--- src/rtl/cct_pkg.sv ---
package cct_pkg;

    localparam int unsigned TMR_W = 32;

    typedef enum logic {
        SEL_COUNT = 1'b0,
        SEL_CMP   = 1'b1
    } cct_sel_e;

    typedef enum logic [1:0] {
        PWR_ACTIVE  = 2'd0,
        PWR_SLEEP   = 2'd1,
        PWR_DEEPOFF = 2'd2
    } cct_pwr_e;

    typedef struct packed {
        logic        wr_count;
        logic        wr_cmp;
        logic        run;
        logic        deep;
    } cct_ctl_t;

    // Deep-off dominates sleep
    function automatic cct_pwr_e decode_pwr(input logic sleep, input logic deepoff);
        if (deepoff)    return PWR_DEEPOFF;
        else if (sleep) return PWR_SLEEP;
        else            return PWR_ACTIVE;
    endfunction

    function automatic logic run_enable(input logic stop, input cct_pwr_e pwr);
        return !stop && (pwr != PWR_DEEPOFF);
    endfunction

endpackage

--- src/rtl/cct_counter.sv ---
module cct_counter
    import cct_pkg::*;
#(
    parameter int unsigned W = TMR_W
) (
    input  logic         clk,
    input  logic         rst,
    input  logic         run_en,
    input  logic         deep,
    input  logic         auto_clr,
    input  logic         match,
    input  logic         wr_en,
    input  logic [W-1:0] wr_data,
    output logic [W-1:0] cnt
);

    localparam logic [W-1:0] ONE = W'(1);

    logic [W-1:0] cnt_nxt;

    always_comb begin
        cnt_nxt = cnt;
        if (wr_en)
            cnt_nxt = wr_data;
        else if (run_en && auto_clr && match)
            cnt_nxt = '0;
        else if (run_en)
            cnt_nxt = cnt + ONE;
    end

    always_ff @(posedge clk) begin
        if (rst) cnt <= '0;
        else     cnt <= cnt_nxt;
    end

    // R3 increment by one while active
    a_r3_increment: assert property (@(posedge clk) disable iff (rst)
        (run_en && !wr_en && !(auto_clr && match)) |=> (cnt == $past(cnt) + ONE));

    // R4/R5 hold while halted
    a_r4_halt_holds: assert property (@(posedge clk) disable iff (rst)
        (!run_en && !wr_en) |=> $stable(cnt));

    a_r5_deep_holds: assert property (@(posedge clk) disable iff (rst)
        (deep && !wr_en) |=> $stable(cnt));

    // R8 auto clear
    a_r8_auto_clear: assert property (@(posedge clk) disable iff (rst)
        (run_en && auto_clr && match && !wr_en) |=> (cnt == '0));

    // R9 write wins
    a_r9_write_wins: assert property (@(posedge clk) disable iff (rst)
        wr_en |=> (cnt == $past(wr_data)));

endmodule

--- src/rtl/cct_compare.sv ---
module cct_compare
    import cct_pkg::*;
#(
    parameter int unsigned  W       = TMR_W,
    parameter logic [W-1:0] CMP_RST = '1
) (
    input  logic         clk,
    input  logic         rst,
    input  logic         wr_en,
    input  logic [W-1:0] wr_data,
    input  logic [W-1:0] cnt,
    input  logic         deep,
    output logic [W-1:0] cmp,
    output logic         match,
    output logic         flag
);

    assign match = (cnt == cmp);

    always_ff @(posedge clk) begin
        if (rst) begin
            cmp  <= CMP_RST;
            flag <= 1'b0;
        end else begin
            if (wr_en) cmp <= wr_data;
            if (wr_en)
                flag <= 1'b0;
            else if (match && !deep)
                flag <= 1'b1;
        end
    end

    // R6 flag set after match
    a_r6_set_on_match: assert property (@(posedge clk) disable iff (rst)
        (match && !deep && !wr_en) |=> flag);

    // R7 sticky
    a_r7_sticky: assert property (@(posedge clk) disable iff (rst)
        (flag && !wr_en) |=> flag);

    // R11 compare write clears
    a_r11_write_clears: assert property (@(posedge clk) disable iff (rst)
        wr_en |=> !flag);

    // R5 no rise in deep-off
    a_r5_deep_no_set: assert property (@(posedge clk) disable iff (rst)
        (!flag && deep) |=> !flag);

endmodule

--- src/rtl/cct_timer.sv ---
module cct_timer
    import cct_pkg::*;
#(
    parameter int unsigned  W       = TMR_W,
    parameter logic [W-1:0] CMP_RST = '1
) (
    input  logic         clk,
    input  logic         rst,
    input  logic         acc_en,
    input  logic         acc_sel,
    input  logic         acc_we,
    input  logic [W-1:0] acc_wdata,
    output logic [W-1:0] acc_rdata,
    input  logic         cfg_stop,
    input  logic         pwr_sleep,
    input  logic         pwr_deepoff,
    input  logic         auto_clr,
    output logic         tc_irq
);

    cct_ctl_t     ctl;
    cct_sel_e     sel;
    cct_pwr_e     pwr;
    logic [W-1:0] cnt;
    logic [W-1:0] cmp;
    logic         match;

    always_comb begin
        sel          = cct_sel_e'(acc_sel);
        pwr          = decode_pwr(pwr_sleep, pwr_deepoff);
        ctl.wr_count = acc_en && acc_we && (sel == SEL_COUNT);
        ctl.wr_cmp   = acc_en && acc_we && (sel == SEL_CMP);
        ctl.run      = run_enable(cfg_stop, pwr);
        ctl.deep     = (pwr == PWR_DEEPOFF);
    end

    cct_counter #(.W(W)) u_cnt (
        .clk      (clk),
        .rst      (rst),
        .run_en   (ctl.run),
        .deep     (ctl.deep),
        .auto_clr (auto_clr),
        .match    (match),
        .wr_en    (ctl.wr_count),
        .wr_data  (acc_wdata),
        .cnt      (cnt)
    );

    cct_compare #(.W(W), .CMP_RST(CMP_RST)) u_cmp (
        .clk     (clk),
        .rst     (rst),
        .wr_en   (ctl.wr_cmp),
        .wr_data (acc_wdata),
        .cnt     (cnt),
        .deep    (ctl.deep),
        .cmp     (cmp),
        .match   (match),
        .flag    (tc_irq)
    );

    always_comb begin
        if (!acc_en)               acc_rdata = '0;
        else if (sel == SEL_CMP)   acc_rdata = cmp;
        else                       acc_rdata = cnt;
    end

    // R2 idle port reads zero
    a_r2_idle_zero: assert property (@(posedge clk) disable iff (rst)
        !acc_en |-> (acc_rdata == '0));

    // R1 reset state
    a_r1_reset_irq: assert property (@(posedge clk)
        rst |=> !tc_irq);

endmodule

--- config.mk ---
export PLATFORM = sky130hd
export DESIGN_NAME = cct_timer
export DESIGN_NICKNAME = d
export VERILOG_FILES = /design/src/rtl/cct_pkg.sv /design/src/rtl/cct_counter.sv /design/src/rtl/cct_compare.sv /design/src/rtl/cct_timer.sv
export SDC_FILE = /design/constraint.sdc
export NUM_CORES = 1
export LEC_CHECK = 0
export ABC_AREA = 1
export BUFFER_PORTS_ARGS = -buffer_cell sky130_fd_sc_hd__buf_2
export CORE_MARGIN = 5
export CORE_UTILIZATION = 55
export CTS_BUF_LIST = sky130_fd_sc_hd__clkbuf_8
export DETAILED_ROUTE_END_ITERATION = 16
export HOLD_SLACK_MARGIN = 0.03
export PLACE_DENSITY = 0.78
export SETUP_SLACK_MARGIN = 0.3
export SYNTH_ARGS = -nofsm -noshare
export SYNTH_HDL_FRONTEND = slang
export SYNTH_SLANG_ARGS = --single-unit
--- constraint.sdc ---
create_clock -name clk -period 2 [get_ports clk]
set_input_delay 0.3 -clock clk [delete_from_list [all_inputs] [get_ports clk]]
set_output_delay 0.3 -clock clk [all_outputs]
set_load 0.005 [all_outputs]
==> run_results.csv, run 1 <==
group,metric,value,unit
status,status,"finished clean",
route,final_antenna_net_count,0,
cells_and_area,drive_gt1_share,26.58,%
clock_tree,clk_pin_slew,0.08,ns
yosys,synth_nets,852,
sta,fin_tns_setup,0,ns
sta,finalCritPeriodShare,90.31,%
pwr,max-vdd-ir-drop,477.8,uV
yosys,syn_inst,810,
yosys,synth_top_area_cell,"dfxtp_1",
sta,setup_ws,0.1937,ns
global_routing,grt_max_degree,55,
min_path,hold_path_class,"input pin to flip-flop",
clock_tree,cts_buffer_depth,2,
critical_path,crit_type,"flip-flop to flip-flop",
run,cap_violations,0,
sta,rsz0062_at_grt,"true",
floorplan,die_w,103.4,um
yosys,netlist_area,4802,sq um
clock_tree,htree_levels,3,
sta,slew_violations,0,
sta,clock.fmax,0.5536,GHz
yosys,synthTopCellsByArea,"dfxtp_1 27%, nand2_1 21%, nor2_1 8.6%",
global_routing,grt_pass1_vias,5282,
route,wire_per_inst,16.60,um
floorplan,die-height,103.4,um
route,drt-pass1-iter-count,5,
sta,period_needed,1.806,ns
critical_path,reg2reg_depth,12,
sta,skew,0.009208,ns
clock_tree,cts_sinks,65,
cells_and_area,num_antenna_cells,0,
floorplan,io_pins,74,
critical_path,crit_path_start_kind,"flip-flop",
route,vias,5672,
global_routing,grt_util_all_layers,31.30,%
yosys,synth-seq-cells,65,
clock_tree,cts_buffers,9,
place,place.gp.congestion,0.9545,
yosys,synth_flop_cell,"dfxtp_1",
place,dpl.hpwl,10.87,mm
route,vias_per_cell,5.610,
yosys,yosysWarningCount,0,
critical_path,arrival,2.05,ns
global_routing,antenna_found_initial,0,
clock_tree,root_buffer,"clkbuf_8",
critical_path,crit_path_end_kind,"flip-flop",
min_path,hold_depth,3,
yosys,netlist.area_leader.share,27.10,%
global_routing,overflow,0,
sta,slew-limit-headroom,67.37,%
yosys,post-synth-top-count-cell,"nand2_1",
place,portBuffers,72,
yosys,synth_common_cells,"268 x nand2_1, 110 x nor2_1, 65 x dfxtp_1, 61 x inv_1, 53 x nand3_1",
pwr,cellPowerDensity,552.1,nW/um^2
pwr,p_leak,2.975,nW
pwr,p_total,0.003338,W
route,drc,0,
yosys,ys_async_sr_fraction,0,%
yosys,synthDistinctLibCells,23,
floorplan,num_rows,34,
yosys,ys_seq_area_share,27.10,%
global_routing,grt_pass1_wl,26.02,mm
clock_tree,cts_tree,"yes",
critical_path,path_max_fanout,5,
floorplan,dieArea,10700,sq um
place,place_ws,0.08926,ns
sta,finalHoldViolCount,0,
sta,finalSetupViolCount,0,
route,drt_iter0_markers,475,
floorplan,core_area,8636,sq um
route,drt-total-wl,16.78,mm
critical_path,critPathRequiredTime,2.25,ns
yosys,synth-edff-count,0,
sta,worst_pin_slew,0.4888,ns
clock_tree,clock_insertion_delay_worst_skew,0.36,ns
yosys,synth_area_per_cell,5.929,sq um
cells_and_area,syn_to_final_growth,25.90,%
cells_and_area,nets,940,
floorplan,start_util,55.61,%
## sequential cells by signal, summed over array words and instances (netlist names)
register and cells:
u_cmp.flag 1, u_cmp.cmp 32, u_cnt.cnt 32
## cells by family after synthesis
kind of cell             share of synthesized area [%]
AO/OA/AOI/OAI                                    9.588
buffers and inverters                            10.45
AND/OR/NAND/NOR                                  45.67
adder cells (fa/ha/maj)                         0.2605
flip-flops                                       27.10
XOR/XNOR                                         6.931
## layout make-up
| cell class | instances | area, sq um |
|---|---|---|
| multi-input cells | 629 | 3184 |
| fillers | 787 | 2590 |
| flip-flops and latches | 65 | 1341 |
| repair buffers | 121 | 959.7 |
| inverters | 72 | 270.3 |
| well taps | 108 | 135.1 |
| clock buffers | 9 | 123.9 |
| clock inverters | 7 | 31.28 |
## cell usage in the layout, fill, tap and decap left out, drive strengths merged, types with 4 or more instances in the layout
cell    count
xor2       17
clkbuf     12
buf       118
nor2      116
a21oi      44
inv        75
clkinv      4
dfxtp      65
nor3        4
nand2     269
o21ai      48
nand4      34
nand3      73
xnor2      21
## routing by layer
metal  global-route usage, %  routed length [um]
met1                   42.34                7109
met2                   51.08                7640
met3                   4.024                1625
met4                   11.35                 401
met5                       0                   0
## report_power, final
part	internal [W]	switching [W]	leakage, nW
Clock	0.000428	0.000533	0.0963
Sequential	0.00139	0.0000991	0.541
Combinational	0.000377	0.000511	2.34
Total	0.00220	0.00114	2.97
## stage by stage
step,util [%],hold slack (ns),std cells,cell area [sq um]
5_1_grt,70.01,0.1659,1011,6046
4_1_cts,67.59,0.1555,1005,5837
6_report,70.01,0.1661,1011,6046
2_1_floorplan,-,0.3997,810,4802
3_5_place_dp,62.58,0.4860,981,5404
3_3_place_gp,62.58,0.4780,981,5404
## repair_timing
item,in CTS,in global routing
resized for setup,49,32
pin swaps,13,20
buffers inserted,4,3
gates cloned,4,3
hold buffers,0,0
endpoints found under the setup margin,32,32
## path summary, 6_finish.rpt
| check | start | endpoint | slack [ns] |
|---|---|---|---|
| setup / recovery | u_cmp.cmp[24]$_SDFFE_PP1P_ | u_cnt.cnt[28]$_SDFFE_PP0P_ | 0.19 |
| hold / removal | acc_wdata[10] | u_cmp.cmp[10]$_SDFFE_PP1P_ | 0.17 |
| setup reg to reg | u_cmp.cmp[24]$_SDFFE_PP1P_ | u_cnt.cnt[28]$_SDFFE_PP0P_ | 0.19 |
| hold reg to reg | u_cmp.cmp[22]$_SDFFE_PP1P_ | u_cmp.cmp[22]$_SDFFE_PP1P_ | 0.49 |
## critical path: stages, from the launching register on
cell     delay, ns
dfxtp_1       0.33
xnor2_1       0.17
nand2_1       0.10
nor2_2        0.16
nand2_2       0.08
nor2_4        0.15
nand3_4       0.12
buf_12        0.17
buf_12        0.14
nand3_1       0.06
nand2_1       0.05
nor2_1        0.09
nor2_1        0.06
Note: power is estimated with default switching activity, not from simulation.
==> run 2: changes to the inputs <==
--- a/config.mk
+++ b/config.mk
@@ -5,14 +5,14 @@
 export SDC_FILE = /design/constraint.sdc
 export NUM_CORES = 1
 export LEC_CHECK = 0
-export ABC_AREA = 1
 export BUFFER_PORTS_ARGS = -buffer_cell sky130_fd_sc_hd__buf_2
+export CORE_ASPECT_RATIO = 0.75
 export CORE_MARGIN = 5
 export CORE_UTILIZATION = 55
 export CTS_BUF_LIST = sky130_fd_sc_hd__clkbuf_8
 export DETAILED_ROUTE_END_ITERATION = 16
 export HOLD_SLACK_MARGIN = 0.03
-export PLACE_DENSITY = 0.78
+export PLACE_DENSITY = 0.85
 export SETUP_SLACK_MARGIN = 0.3
 export SYNTH_ARGS = -nofsm -noshare
 export SYNTH_HDL_FRONTEND = slang
==> run_results.csv, run 2 <==
group,metric,value,unit
route,wl_met1,5.835,mm
sta,slew_violations,0,
clock_tree,hold_buffers,0,
sta,fin_tns_setup,0,ns
yosys,synth-seq-cells,65,
critical_path,crit_slowest_cell,"dfxtp_2",
clock_tree,cts_buffers,9,
cells_and_area,num_antenna_cells,0,
route,maxUsedRoutingLayer,"met4",
floorplan,dieArea,9404,sq um
clock_tree,cts_buffer_depth,2,
place,portBuffers,72,
clock_tree,clock_insertion_delay_worst_skew,0.35,ns
yosys,synth_area_per_cell,7.833,sq um
run,cap_violations,0,
min_path,min_to,"u_cnt.cnt[23]$_SDFFE_PP0P_",
yosys,synthTopCellsByArea,"dfxtp_1 31%, nand2_1 10%, xor2_1 8.9%",
critical_path,worstReg2RegEnd,"u_cnt.cnt[30]$_SDFFE_PP0P_",
route,routed-wl-met2,6.311,mm
route,vias,4410,
sta,finalSetupViolCount,0,
place,place.gp.congestion,1.009,
min_path,hold_depth,3,
route,wl_met3,1.463,mm
route,drt-pass1-iter-count,7,
sta,rsz0062_at_grt,"true",
cells_and_area,nets,689,
global_routing,overflow,0,
global_routing,grt_max_degree,40,
route,wire_per_inst,18.67,um
route,vias_per_cell,5.864,
yosys,post-synth-top-count-cell,"nand2_1",
pwr,max-vdd-ir-drop,492.0,uV
yosys,syn_inst,530,
critical_path,slowest_delay,0.47,ns
critical_path,arrival,2.22,ns
clock_tree,root_buffer,"clkbuf_8",
pwr,cellPowerDensity,587.7,nW/um^2
yosys,synth-edff-count,0,
sta,finalHoldViolCount,0,
critical_path,critical_path.cell_chain,"xor2_2, nor4_1, nand4_1, nor3_4, buf_6, nand2b_4, o31ai_2",
cells_and_area,layout_commonest_cell,"nand2_1",
pwr,p_leak,2.458,nW
global_routing,antenna_found_initial,0,
yosys,synth_nets,572,
status,status,"finished clean",
critical_path,reg2reg_depth,7,
sta,slew-limit-headroom,62.33,%
route,drt-total-wl,14.04,mm
global_routing,grt_pass1_vias,4283,
cells_and_area,drive_gt1_share,36.10,%
critical_path,r2r_start,"u_cnt.cnt[3]$_SDFFE_PP0P_",
floorplan,core_area,7331,sq um
yosys,netlist.area_leader.share,31.34,%
critical_path,crit_path_end_kind,"flip-flop",
yosys,ys_async_sr_fraction,0,%
sta,finalCritPeriodShare,99.10,%
clock_tree,htree_levels,3,
yosys,synth_top_area_cell,"dfxtp_1",
floorplan,die_w,110.3,um
yosys,synthDistinctLibCells,52,
yosys,yosysWarningCount,0,
sta,worst_pin_slew,0.5630,ns
floorplan,num_rows,27,
route,drc,0,
route,drt_iter0_markers,630,
critical_path,crit_type,"flip-flop to flip-flop",
floorplan,start_util,56.63,%
yosys,synth_common_cells,"113 x nand2_1, 65 x dfxtp_1, 42 x xor2_1, 33 x nand3b_1",
critical_path,crit_path_start_kind,"flip-flop",
sta,setup_ws,0.01791,ns
critical_path,critPathRequiredTime,2.24,ns
global_routing,grt_util_all_layers,29.62,%
yosys,ys_seq_area_share,31.34,%
floorplan,die-height,85.24,um
sta,fin_hold_ws,0.1625,ns
min_path,hold_start,"acc_wdata[23]",
sta,period_needed,1.982,ns
clock_tree,clk_pin_slew,0.07,ns
critical_path,path_buf_inv,1,
place,dpl.hpwl,9.343,mm
critical_path,path_max_fanout,8,
critical_path,r2r_setup_slack,0.02,ns
place,place_ws,-0.04183,ns
route,final_antenna_net_count,0,
cells_and_area,mostFrequentLayoutCells,"112 x nand2_1, 72 x buf_2, 66 x buf_4, 49 x dfxtp_1, 35 x xor2_1",
clock_tree,cts_sinks,65,
yosys,synth_flop_cell,"dfxtp_1",
pwr,p_total,0.003255,W
cells_and_area,syn_to_final_growth,33.42,%
clock_tree,cts_tree,"yes",
global_routing,grt_pass1_wl,21.59,mm
critical_path,path_delay_family,"simple AND/OR/NAND/NOR gates",
cells_and_area,final_core_util,75.56,%
min_path,hold_path_class,"input pin to flip-flop",
sta,clock.fmax,0.5045,GHz
cells_and_area,top_regs,"u_cmp.cmp: 32 flops, u_cnt.cnt: 32 flops, u_cmp.flag: 1 flops",
sta,skew,0.006458,ns
yosys,netlist_area,4151,sq um
floorplan,io_pins,74,
-- run 2: cell count changes after synthesis, moves of 11 or more --
cell / delta
inv_1: -59
nand3b_1: +33
xnor2_1: -15
nor2_1: -83
mux2i_1: +32
nand3_1: -43
a21oi_1: -25
nand2_1: -155
nand3_2: -20
o21ai_0: -39
nor2b_1: +32
o21ai_1: +11
nand4_1: -21
xor2_1: +25
-- run 2: tightest hold or removal path, stage by stage --
cell and delay, ns:
buf_2 0.08, nand2_1 0.05, o21ai_2 0.05
-- run 2: layout make-up --
class	instances	area, sq um
Clock inverter	4	43.79
Fill cell	508	1792
Clock buffer	11	151.4
Timing Repair Buffer	144	923.4
Sequential cell	65	1326
Multi-Input combinational cell	424	2957
Tap cell	101	126.4
Inverter	3	11.26
-- run 2: cell families (layout without fill, tap and decap cells) --
family          count (synthesis)  in the layout  share of synthesized area (%)
simple gates                  277            278                          36.05
fa+ha+maj                       1              1                         0.3013
flops                          65             65                          31.34
compound gates                 65             65                          9.916
buf+inv                        42            162                          4.551
mux                            32             32                          7.716
xor+xnor                       48             48                          10.13
-- run 2: worst max-delay path by stage --
stage                               startpoint                    endpoint  slack [ns]  cells after the start
detailed placement  u_cmp.cmp[15]$_SDFFE_PP1P_   u_cnt.cnt[8]$_SDFFE_PP0P_       -0.04                      6
global route        u_cnt.cnt[16]$_SDFFE_PP0P_  u_cnt.cnt[30]$_SDFFE_PP0P_       -0.04                      7
floorplan            u_cnt.cnt[1]$_SDFFE_PP0P_  u_cnt.cnt[12]$_SDFFE_PP0P_        0.19                      8
finish               u_cnt.cnt[3]$_SDFFE_PP0P_  u_cnt.cnt[30]$_SDFFE_PP0P_        0.02                      7
global placement    u_cmp.cmp[15]$_SDFFE_PP1P_   u_cnt.cnt[9]$_SDFFE_PP0P_        0.07                      6
CTS                 u_cmp.cmp[11]$_SDFFE_PP1P_   u_cnt.cnt[8]$_SDFFE_PP0P_        0.05                      8
-- run 2: layer usage --
metal  track usage [%]  vias to the layer above
met1             39.11                     2058
met2             46.04                      254
li1                  -                     2050
met5                 0                        -
met3             9.582                       48
met4             8.949                        0
-- run 2: power breakdown --
| part | switching (W) | internal [W] |
|---|---|---|
| combinational | 0.000376 | 0.000304 |
| sequential | 0.0000776 | 0.00137 |
| clock | 0.000504 | 0.000628 |
| total | 0.000958 | 0.00230 |
-- run 2: repair_timing --
item	4_1_cts	5_1_grt
endpoints found under the setup margin	33	33
gates cloned	1	0
setup buffers	8	6
pin swaps	43	14
gates resized for setup	39	34
-- run 2: stage by stage --
step                      cells  instance area [sq um]
after global routing        752                   5539
after detailed placement    722                   4935
after global placement      722                   4935
after CTS                   746                   5350
after floorplan             530                   4190
final                       752                   5539
==> run 3: changes to the inputs <==
--- a/config.mk
+++ b/config.mk
@@ -6,7 +6,7 @@
 export NUM_CORES = 1
 export LEC_CHECK = 0
 export BUFFER_PORTS_ARGS = -buffer_cell sky130_fd_sc_hd__buf_2
-export CORE_ASPECT_RATIO = 0.75
+export CORE_ASPECT_RATIO = 0.5
 export CORE_MARGIN = 5
 export CORE_UTILIZATION = 55
 export CTS_BUF_LIST = sky130_fd_sc_hd__clkbuf_8
==> run_results.csv, run 3 (same netlist as run 2, synthesis figures left out) <==
group,metric,value,unit
floorplan,die-height,71.44,um
sta,worst_pin_slew,0.9351,ns
status,violations,"setup timing",
clock_tree,hold_buffers,0,
critical_path,crit_slowest_cell,"nor3_4",
critical_path,critPathRequiredTime,2.23,ns
route,vias_per_cell,5.916,
critical_path,path_max_fanout,6,
global_routing,overflow,0,
clock_tree,cts_tree,"yes",
pwr,internal_power,0.002328,W
sta,finalCritPeriodShare,103.0,%
sta,slew-limit-headroom,37.43,%
pwr,max-vdd-ir-drop,419.8,uV
critical_path,crit_path_start_kind,"flip-flop",
route,drc,0,
cells_and_area,drive_gt1_share,32.56,%
pwr,p_leak,2.420,nW
critical_path,crit_type,"flip-flop to flip-flop",
cells_and_area,layout_commonest_cell,"nand2_1",
pwr,clkPwrFrac,36.1,%
critical_path,arrival,2.29,ns
floorplan,io_pins,74,
sta,period_needed,2.059,ns
global_routing,grt_max_degree,35,
min_path,hold_path_class,"input pin to flip-flop",
run,cap_violations,0,
floorplan,start_util,56.70,%
place,dp.cells,717,
clock_tree,cts_sinks,65,
route,final_antenna_net_count,0,
clock_tree,clk_pin_slew,0.07,ns
sta,skew,0.008019,ns
place,dpl.hpwl,9.165,mm
pwr,combPwrFrac,19.8,%
critical_path,crit_path_end_kind,"flip-flop",
global_routing,grt_pass1_wl,20.68,mm
global_routing,grt_pass1_vias,4072,
place,place_ws,-0.06512,ns
cells_and_area,top_regs,"u_cmp.cmp: 32 flops, u_cnt.cnt: 32 flops, u_cmp.flag: 1 flops",
cells_and_area,syn_to_final_growth,30.83,%
floorplan,core_area,7322,sq um
clock_tree,cts_buffers,9,
route,drt_iter0_markers,477,
global_routing,antenna_found_initial,0,
floorplan,dieArea,9491,sq um
floorplan,num_rows,22,
clock_tree,cts_buffer_depth,2,
sta,setup_ws,-0.05901,ns
critical_path,critical_path.cell_chain,"buf_6, xor2_1, nor4_1, nand4_1, nor3_4, buf_6, a311o_1, a221oi_2",
sta,slew_violations,0,
pwr,cellPowerDensity,602.6,nW/um^2
cells_and_area,mostFrequentLayoutCells,"112 x nand2_1, 72 x buf_2, 58 x buf_4, 56 x dfxtp_1, 40 x xor2_1",
floorplan,die_w,132.9,um
place,place.gp.congestion,0.9490,
sta,clock.fmax,0.4857,GHz
route,drt-pass1-iter-count,7,
cells_and_area,num_antenna_cells,0,
cells_and_area,nets,682,
status,status,"finished, violations left",
clock_tree,htree_levels,3,
sta,rsz0062_at_grt,"true",
route,drt-total-wl,13.33,mm
cells_and_area,finalNonFillerCells,741,
pwr,switchingPower,0.0009452,W
pwr,p_total,0.003273,W
clock_tree,clock_insertion_delay_worst_skew,0.37,ns
route,wire_per_inst,17.99,um
clock_tree,root_buffer,"clkbuf_8",
pwr,pwr-share-seq,44.0,%
critical_path,slowest_delay,0.38,ns
place,portBuffers,72,
route,vias,4384,
global_routing,grt_util_all_layers,27.68,%
pwr,switching_share,28.88,%
sta,finalSetupViolCount,26,
critical_path,cpMostUsedCell,"buf_6",
sta,finalHoldViolCount,0,
-- run 3: path summary, 6_finish.rpt --
| path | slack (ns) | end | depth (start not counted) | from |
|---|---|---|---|---|
| worst max register to register | -0.06 | u_cnt.cnt[27]$_SDFFE_PP0P_ | 8 | u_cnt.cnt[0]$_SDFFE_PP0P_ |
| worst min-delay path | 0.15 | u_cnt.cnt[22]$_SDFFE_PP0P_ | 3 | acc_wdata[22] |
| worst max-delay path | -0.06 | u_cnt.cnt[27]$_SDFFE_PP0P_ | 8 | u_cnt.cnt[0]$_SDFFE_PP0P_ |
| worst min register to register | 0.50 | u_cmp.cmp[24]$_SDFFE_PP1P_ | 2 | u_cmp.cmp[24]$_SDFFE_PP1P_ |
-- run 3: critical path, delay by kind of cell, from the launching register on --
kind	cells	cell delay, ns
flops	1	0.35
compound gates	2	0.18
buf+inv	2	0.30
simple gates	3	0.94
xor+xnor	1	0.16
-- run 3: routing by layer --
layer  wire (um)  track usage, %  up-vias  share of wire [%]
li1            -               -     2053                  -
met1        5775           37.26     2060                 43
met2        5792           42.58      230                 43
met3        1373           7.083       41                 10
met4         388           11.52        0                2.9
met5           0               0        -                  0
-- run 3: cell type report --
class | count | area [sq um]
clock inverter | 4 | 42.54
sequential | 65 | 1315
timing repair buffer | 137 | 892.1
clock buffer | 12 | 165.2
multi-input combinational | 424 | 2885
tap | 96 | 120.1
inverter | 3 | 11.26
fill | 515 | 1891
-- run 3: through the flow --
stage / area, sq um / hold slack [ns] / util, % / setup TNS [ns]
floorplan: 4190 / 0.4085 / - / 0
global placement: 4954 / 0.4765 / 67.65 / 0
detailed placement: 4954 / 0.4900 / 67.65 / -0.6154
CTS: 5315 / 0.1403 / 72.59 / -0.07625
global route: 5431 / 0.1465 / 74.18 / -2.084
finish: 5431 / 0.1482 / 74.18 / -0.9191
-- run 3: what timing repair did --
item | in CTS | in global routing
gates resized for setup | 27 | 27
endpoints found under the setup margin | 33 | 34
setup buffers | 5 | 1
pin swaps | 38 | 14
endpoints found under the hold margin | 0 | 0
gates cloned | 2 | 0
-- run 3: power groups by stage --
| stage | clock network [W] | logic [W] | registers (W) |
|---|---|---|---|
| after CTS | 0.00119 | 0.000621 | 0.00144 |
| after global routing | 0.00125 | 0.000704 | 0.00145 |
| after floorplan | 0 | 0.000351 | 0.00145 |
| after detailed placement | 0 | 0.000588 | 0.00147 |
| final | 0.00118 | 0.000649 | 0.00144 |
| after global placement | 0 | 0.000577 | 0.00146 |
